### src/rtl/eepw_pkg.sv
package eepw_pkg;

   typedef enum logic [2:0] {
      ST_IDLE,
      ST_LOAD,
      ST_WLO,
      ST_WHI,
      ST_PREP,
      ST_RLO,
      ST_FIN
   } eepw_state_e;

endpackage

### src/rtl/eepw_span.sv
module eepw_span #(
   parameter int PAGE_W   = 7,
   parameter bit TRUNCATE = 1'b1
) (
   input  logic [PAGE_W-1:0] ofs,
   input  logic [PAGE_W-1:0] len_m1,
   output logic [PAGE_W:0]   eff_cnt,
   output logic              over,
   output logic              reject
);
   localparam int CNT_W = PAGE_W + 1;

   logic [CNT_W-1:0] room;
   logic [CNT_W-1:0] want;

   assign room = {1'b1, {PAGE_W{1'b0}}} - {1'b0, ofs};
   assign want = {1'b0, len_m1} + CNT_W'(1);
   assign over = want > room;

   generate
      if (TRUNCATE) begin : g_clip
         assign eff_cnt = over ? room : want;
         assign reject  = 1'b0;
      end else begin : g_refuse
         assign eff_cnt = want;
         assign reject  = over;
      end
   endgenerate

endmodule

### src/rtl/eepw_status.sv
module eepw_status (
   input  logic       clk,
   input  logic       rst_n,
   input  logic       clear,
   input  logic       sample,
   input  logic       toggle_mode,
   input  logic [1:0] dq_hi,
   input  logic       ref7,
   output logic       hit
);
   logic prev6;
   logic have_prev;

   assign hit = toggle_mode ? (have_prev && (dq_hi[0] == prev6))
                            : (dq_hi[1] == ref7);

   always_ff @(posedge clk or negedge rst_n) begin
      if (!rst_n) begin
         prev6     <= 1'b0;
         have_prev <= 1'b0;
      end else if (clear) begin
         have_prev <= 1'b0;
      end else if (sample) begin
         prev6     <= dq_hi[0];
         have_prev <= 1'b1;
      end
   end

endmodule

### src/rtl/eeprom_poll_writer.sv
module eeprom_poll_writer
   import eepw_pkg::*;
#(
   parameter int ADDR_W     = 16,
   parameter int PAGE_W     = 7,
   parameter int STROBE_CYC = 4,
   parameter int READ_CYC   = 3,
   parameter int STALL_MAX  = 200,
   parameter int MAX_POLLS  = 100000,
   parameter bit TRUNCATE   = 1'b1
) (
   input  logic              clk,
   input  logic              rst_n,
   input  logic              req_valid,
   output logic              req_ready,
   input  logic [ADDR_W-1:0] req_addr,
   input  logic [PAGE_W-1:0] req_len_m1,
   input  logic              req_toggle,
   input  logic              dat_valid,
   output logic              dat_ready,
   input  logic [7:0]        dat_byte,
   output logic [ADDR_W-1:0] mem_addr,
   output logic [7:0]        mem_dq_out,
   output logic              mem_dq_oe,
   input  logic [7:0]        mem_dq_in,
   output logic              mem_ce_n,
   output logic              mem_oe_n,
   output logic              mem_we_n,
   output logic              done,
   output logic              err_page,
   output logic              err_stall,
   output logic              err_timeout
);
   localparam int CNT_W  = PAGE_W + 1;
   localparam int PG_W   = ADDR_W - PAGE_W;
   localparam int TMAX   = (STROBE_CYC > READ_CYC) ? STROBE_CYC : READ_CYC;
   localparam int TMR_W  = $clog2(TMAX + 1);
   localparam int WAIT_W = $clog2(STALL_MAX + 1);
   localparam int POLL_W = $clog2(MAX_POLLS + 1);

   generate
      if (PAGE_W < 1 || PAGE_W >= ADDR_W) begin : g_bad_page
         $error("PAGE_W must lie between 1 and ADDR_W-1");
      end
      if (STROBE_CYC < 1 || READ_CYC < 1) begin : g_bad_strobe
         $error("strobe lengths must be at least one cycle");
      end
      if (STALL_MAX < 1 || MAX_POLLS < 2) begin : g_bad_limit
         $error("STALL_MAX must be >= 1 and MAX_POLLS >= 2");
      end
   endgenerate

   eepw_state_e       state;
   logic [PG_W-1:0]   page_q;
   logic [PAGE_W-1:0] ofs_q;
   logic [CNT_W-1:0]  left_q;
   logic [7:0]        byte_q;
   logic [ADDR_W-1:0] last_addr;
   logic [7:0]        last_data;
   logic [TMR_W-1:0]  tmr;
   logic [WAIT_W-1:0] wait_q;
   logic [POLL_W-1:0] polls;
   logic              first_q;
   logic              mode_q;
   logic              f_page, f_stall, f_tmo;

   logic [CNT_W-1:0]  eff_cnt;
   logic              over, reject;
   logic              hit, sample;

   eepw_span #(.PAGE_W(PAGE_W), .TRUNCATE(TRUNCATE)) u_span (
      .ofs     (req_addr[PAGE_W-1:0]),
      .len_m1  (req_len_m1),
      .eff_cnt (eff_cnt),
      .over    (over),
      .reject  (reject)
   );

   assign sample = (state == ST_RLO) && (tmr == '0);

   eepw_status u_status (
      .clk         (clk),
      .rst_n       (rst_n),
      .clear       (state == ST_IDLE),
      .sample      (sample),
      .toggle_mode (mode_q),
      .dq_hi       (mem_dq_in[7:6]),
      .ref7        (last_data[7]),
      .hit         (hit)
   );

   // pin decode from state
   always_comb begin
      req_ready = (state == ST_IDLE);
      dat_ready = (state == ST_LOAD);
      mem_ce_n  = 1'b1;
      mem_oe_n  = 1'b1;
      mem_we_n  = 1'b1;
      mem_dq_oe = 1'b0;
      mem_addr  = {page_q, ofs_q};
      unique case (state)
         ST_WLO:  begin mem_ce_n = 1'b0; mem_we_n = 1'b0; mem_dq_oe = 1'b1; end
         ST_WHI:  begin mem_ce_n = 1'b0; mem_dq_oe = 1'b1; end
         ST_PREP: begin mem_ce_n = 1'b0; mem_addr = last_addr; end
         ST_RLO:  begin mem_ce_n = 1'b0; mem_oe_n = 1'b0; mem_addr = last_addr; end
         default: ;
      endcase
   end

   assign mem_dq_out  = byte_q;
   assign done        = (state == ST_FIN);
   assign err_page    = done && f_page;
   assign err_stall   = done && f_stall;
   assign err_timeout = done && f_tmo;

   always_ff @(posedge clk or negedge rst_n) begin
      if (!rst_n) begin
         state     <= ST_IDLE;
         page_q    <= '0;
         ofs_q     <= '0;
         left_q    <= '0;
         byte_q    <= '0;
         last_addr <= '0;
         last_data <= '0;
         tmr       <= '0;
         wait_q    <= '0;
         polls     <= '0;
         first_q   <= 1'b0;
         mode_q    <= 1'b0;
         f_page    <= 1'b0;
         f_stall   <= 1'b0;
         f_tmo     <= 1'b0;
      end else begin
         unique case (state)
            ST_IDLE: if (req_valid) begin
               mode_q  <= req_toggle;
               page_q  <= req_addr[ADDR_W-1:PAGE_W];
               ofs_q   <= req_addr[PAGE_W-1:0];
               left_q  <= eff_cnt;
               f_page  <= over;
               f_stall <= 1'b0;
               f_tmo   <= 1'b0;
               first_q <= 1'b1;
               wait_q  <= '0;
               polls   <= '0;
               state   <= reject ? ST_FIN : ST_LOAD;
            end
            ST_LOAD: if (dat_valid) begin
               byte_q <= dat_byte;
               tmr    <= TMR_W'(STROBE_CYC - 1);
               state  <= ST_WLO;
            end else if (!first_q) begin
               if (wait_q == WAIT_W'(STALL_MAX - 1)) begin
                  f_stall <= 1'b1;
                  state   <= ST_PREP;
               end else begin
                  wait_q <= wait_q + 1'b1;
               end
            end
            ST_WLO: if (tmr == '0) state <= ST_WHI;
                    else tmr <= tmr - 1'b1;
            ST_WHI: begin
               last_addr <= {page_q, ofs_q};
               last_data <= byte_q;
               ofs_q     <= ofs_q + 1'b1;
               left_q    <= left_q - 1'b1;
               first_q   <= 1'b0;
               wait_q    <= '0;
               state     <= (left_q == CNT_W'(1)) ? ST_PREP : ST_LOAD;
            end
            ST_PREP: begin
               tmr   <= TMR_W'(READ_CYC - 1);
               state <= ST_RLO;
            end
            ST_RLO: if (tmr == '0) begin
               polls <= polls + 1'b1;
               if (hit) begin
                  state <= ST_FIN;
               end else if (polls == POLL_W'(MAX_POLLS - 1)) begin
                  f_tmo <= 1'b1;
                  state <= ST_FIN;
               end else begin
                  state <= ST_PREP;
               end
            end else begin
               tmr <= tmr - 1'b1;
            end
            ST_FIN:  state <= ST_IDLE;
            default: state <= ST_IDLE;
         endcase
      end
   end

endmodule

### config.mk
export PLATFORM = sky130hd
export DESIGN_NAME = eeprom_poll_writer
export DESIGN_NICKNAME = d
export VERILOG_FILES = /design/src/rtl/eepw_pkg.sv /design/src/rtl/eepw_span.sv /design/src/rtl/eepw_status.sv /design/src/rtl/eeprom_poll_writer.sv
export SDC_FILE = /design/constraint.sdc
export NUM_CORES = 1
export LEC_CHECK = 0
export BUFFER_PORTS_ARGS = -buffer_cell sky130_fd_sc_hd__buf_4
export CAP_MARGIN = 20
export CORE_ASPECT_RATIO = 0.9
export CORE_MARGIN = 2
export CORE_UTILIZATION = 57
export DETAILED_ROUTE_END_ITERATION = 8
export PLACE_DENSITY = 0.81
export SYNTH_ARGS = -nofsm -noshare
export SYNTH_HDL_FRONTEND = slang
export SYNTH_SLANG_ARGS = --single-unit
### constraint.sdc
create_clock -name clk -period 2.42 [get_ports clk]
set_clock_uncertainty 0.1 [all_clocks]
set_input_delay 0.484 -clock clk [delete_from_list [all_inputs] [get_ports clk]]
set_output_delay 0.484 -clock clk [all_outputs]
set_load 0.005 [all_outputs]
==> flow_metrics.tcl <==
set metrics [dict create \
    status "finished, final reports clean" \
    tightest_slew_ns 0.5220 \
    r2r_end "state[0]" \
    yosys_warnings 0 \
    firstDrtPassIters 4 \
    crit_path_end_kind "flop" \
    wirelength_mm 12.43 \
    final_antenna_net_count 0 \
    switching_share_pct 39.66 \
    syn-instance-count 567 \
    drv_cap 0 \
    critPathLaunchType "input port" \
    ioPinCount 78 \
    p_seq_share_pct 38.8 \
    period_minus_slack_ns 2.388 \
    ys_seq_area_share_pct 44.72 \
    globalRouteMet1Util_pct 36.03 \
    crit_end "left_q[2]" \
    yosys.area.top_type "dfrtp_1" \
    setup_ws_ns 0.03178 \
    fillerInstances 582 \
    maxClockFrequency_ghz 0.4187 \
    peakVddDrop_uv 764.6 \
    area_growth_syn_to_layout_pct 26.06 \
    hold_path_class "in2reg" \
    cts_tree "yes" \
    final_util_pct 74.99 \
    p_int_w 0.003668 \
    htreeDepth 3 \
    synth.top_cell.area_share_pct 44.72 \
    clockBufferDepth 2 \
    numPortBuffers 71 \
    clk_transition_reported_paths_ns 0.09 \
    design_area_um2 6137 \
    r2r_start "wait_q[1]" \
    root_buffer "clkbuf_8" \
    period_share_pct 98.69 \
    min_from "req_toggle" \
    syn_nets 628 \
    placed_cells 768 \
    slew_violations 0 \
    path_max_fanout 6 \
    hold_violations 0 \
    slew_headroom_pct 65.07 \
    fin_cells 787 \
    dpl_cell_area_um2 5784 \
    synthFlopType "dfrtp_1" \
    critical_path_class "in2reg" \
    coreArea_um2 8184 \
    antenna_found_initial 0 \
    grt_util_all_layers_pct 27.99 \
    drt_iter0_drc 218 \
    vias 4456 \
    crit_required_ns 2.62 \
    drc_errors 0 \
    setup_violations 0 \
    grt-busiest-layer "met2" \
    cts_made_buffers 9 \
    reg2reg_depth 7 \
    dieWidth_um 101.4 \
    leakage_nw 3.013 \
    grt_pass1_wl_mm 20.69 \
    met3_usage_pct 6.174 \
    n_antenna_cell 0 \
    synthArstFlopShare_pct 100.0 \
    syn_area_per_cell_um2 8.586 \
    synth.ff_latch_count 87 \
    regArea_um2 2180 \
    synth_area_leaders "dfrtp_1 45%, nand2_1 13%, ha_1 4.4%" \
    multiInputGateArea_um2 2675 \
    grt_overflow 0 \
    netlist_area_um2 4868 \
    ff2ff_setup_slack_ns 0.07 \
    clockPowerShare_pct 16.4 \
    synth_enable_flop_cells 0 \
    use_met2_pct 47.24 \
    dieArea_um2 9297 \
    clk_latency_ns 0.36 \
    grt_pass1_vias 4512 \
    grt_max_degree 38 \
    crit_arrival_ns 2.59 \
    pwr-share-comb_pct 44.8 \
    p_sw_w 0.002411 \
    layout-drive-gt1-share_pct 25.15 \
    dpl_worst_slack_ns -0.3513 \
    wl_per_cell_um 15.79 \
    clock_sink_count 87 \
    row_count 31 \
    fp.dieH_um 91.68 \
    dp_hpwl_mm 8.901 \
    cp-startpoint "req_addr[2]" \
    place_congestion 0.8720 \
    synth_cell_types 55 \
    powerDensity_nw_per_um2 990.6 \
    initial_core_util_pct 59.49 \
    nNetsFinal 729 \
    viasPerCell 5.662 \
]
## sequential cells by signal (all words and copies together) (netlist names)
signal,flops
u_status.have_prev,1
mem_dq_out,8
polls,17
first_q,1
f_stall,1
mode_q,1
last_data,1
f_page,1
f_tmo,1
left_q,8
page_q,9
ofs_q,7
last_addr,16
state,3
u_status.prev6,1
wait_q,8
tmr,3
## logic make-up after synthesis
logic type | share of synthesized area, %
xor+xnor | 5.217
simple gates | 28.63
fa+ha+maj | 4.575
flops | 44.72
buf+inv | 3.315
mux | 2.930
compound gates | 10.61
## critical path, stage by stage
cell and delay [ns]:
buf_4 0.13, nor2_4 0.16, nand3_4 0.10, nor2_4 0.18
xor2_2 0.10, ha_1 0.30, nand4_1 0.21, a21oi_2 0.22
o22ai_4 0.13, buf_4 0.17, or3_1 0.32, nand3_1 0.09
## cell type report
type / count / area share [%]
clock inverter: 5 / 0.9582
multi-input combinational: 443 / 43.59
timing repair buffer: 116 / 14.76
sequential: 87 / 35.51
clock buffer: 10 / 2.080
tap: 115 / 2.345
inverter: 11 / 0.7543
## layer usage
metal  routed length, µm  share of wire, %
met5                   0                 0
met4                 164               1.3
met3                 686               5.5
met2                6380                51
met1                5194                42
## stage by stage
| stage | hold slack [ns] | power (W) | setup TNS (ns) |
|---|---|---|---|
| after floorplan | 0.08841 | 0.003870 | -0.008689 |
| after global placement | 0.3271 | 0.004857 | -2.004 |
| after detailed placement | 0.3350 | 0.005031 | -2.655 |
| after CTS | 0.1994 | 0.006033 | 0 |
| after global routing | 0.1938 | 0.006509 | -0.04874 |
| final | 0.2071 | 0.006080 | 0 |
## Yosys cell counts (all sizes together), types with 3 or more instances
library cell  number
nor4               3
nand3             23
inv               11
o21ai             24
mux2              10
mux2i              3
o311ai             4
a21oi             17
and2               4
ha                17
a22oi              3
nor3b              3
buf               12
nor2              45
nor2b              6
a31oi              6
xor2              21
nand4             11
dfrtp             87
clkbuf            14
nand2            168
and3               9
or3                6
nor3               7
xnor2              8
nand2b             6
o22ai              6
a221o              5
## layout by cell type (no fill, tap or decap), types with 3 or more instances in the layout
cell      count
nand4_1      11
ha_1         15
a221o_1       5
mux2_2       10
nand3_1      22
xnor2_1       7
nand2b_1      6
nor2b_1       6
nor2_1       41
o21ai_0      21
mux2i_1       3
o22ai_1       5
and3_4        3
buf_4       111
o311ai_0      3
clkbuf_8      9
nand2_1     165
and2_1        4
and3_1        6
nor3_4        3
a31oi_1       6
a22oi_1       3
nor3b_1       3
or3_1         6
nor4_1        3
a21oi_1      16
inv_1         9
xor2_1       19
dfrtp_1      85
nor3_1        4
## worst min-delay path by stage
| stage | endpoint | slack [ns] | cells past startpoint |
|---|---|---|---|
| 6_report | mode_q | 0.21 | 3 |
| 5_1_grt | mode_q | 0.19 | 3 |
| 4_1_cts | page_q[0] | 0.20 | 3 |
| 3_5_place_dp | wait_q[1] | 0.34 | 1 |
| 3_3_place_gp | wait_q[7] | 0.33 | 1 |
| 2_1_floorplan | f_page | 0.09 | 0 |
## what timing repair did
| item | CTS | global route |
|---|---|---|
| endpoints found under the setup margin | 0 | 30 |
| endpoints found under the hold margin | 27 | 0 |
| hold buffers | 1 | 0 |
| buffers inserted | 0 | 3 |
| resized for setup | 0 | 25 |
## power by group through the flow
stage          clock network [W]  registers, W  logic [W]
2_1_floorplan                  0       0.00225    0.00162
3_3_place_gp                   0       0.00232    0.00253
3_5_place_dp                   0       0.00237    0.00266
4_1_cts                  0.00101       0.00234    0.00268
5_1_grt                  0.00106       0.00242    0.00302
6_report                0.000996       0.00236    0.00273
Power figures use the tool's default switching activity.
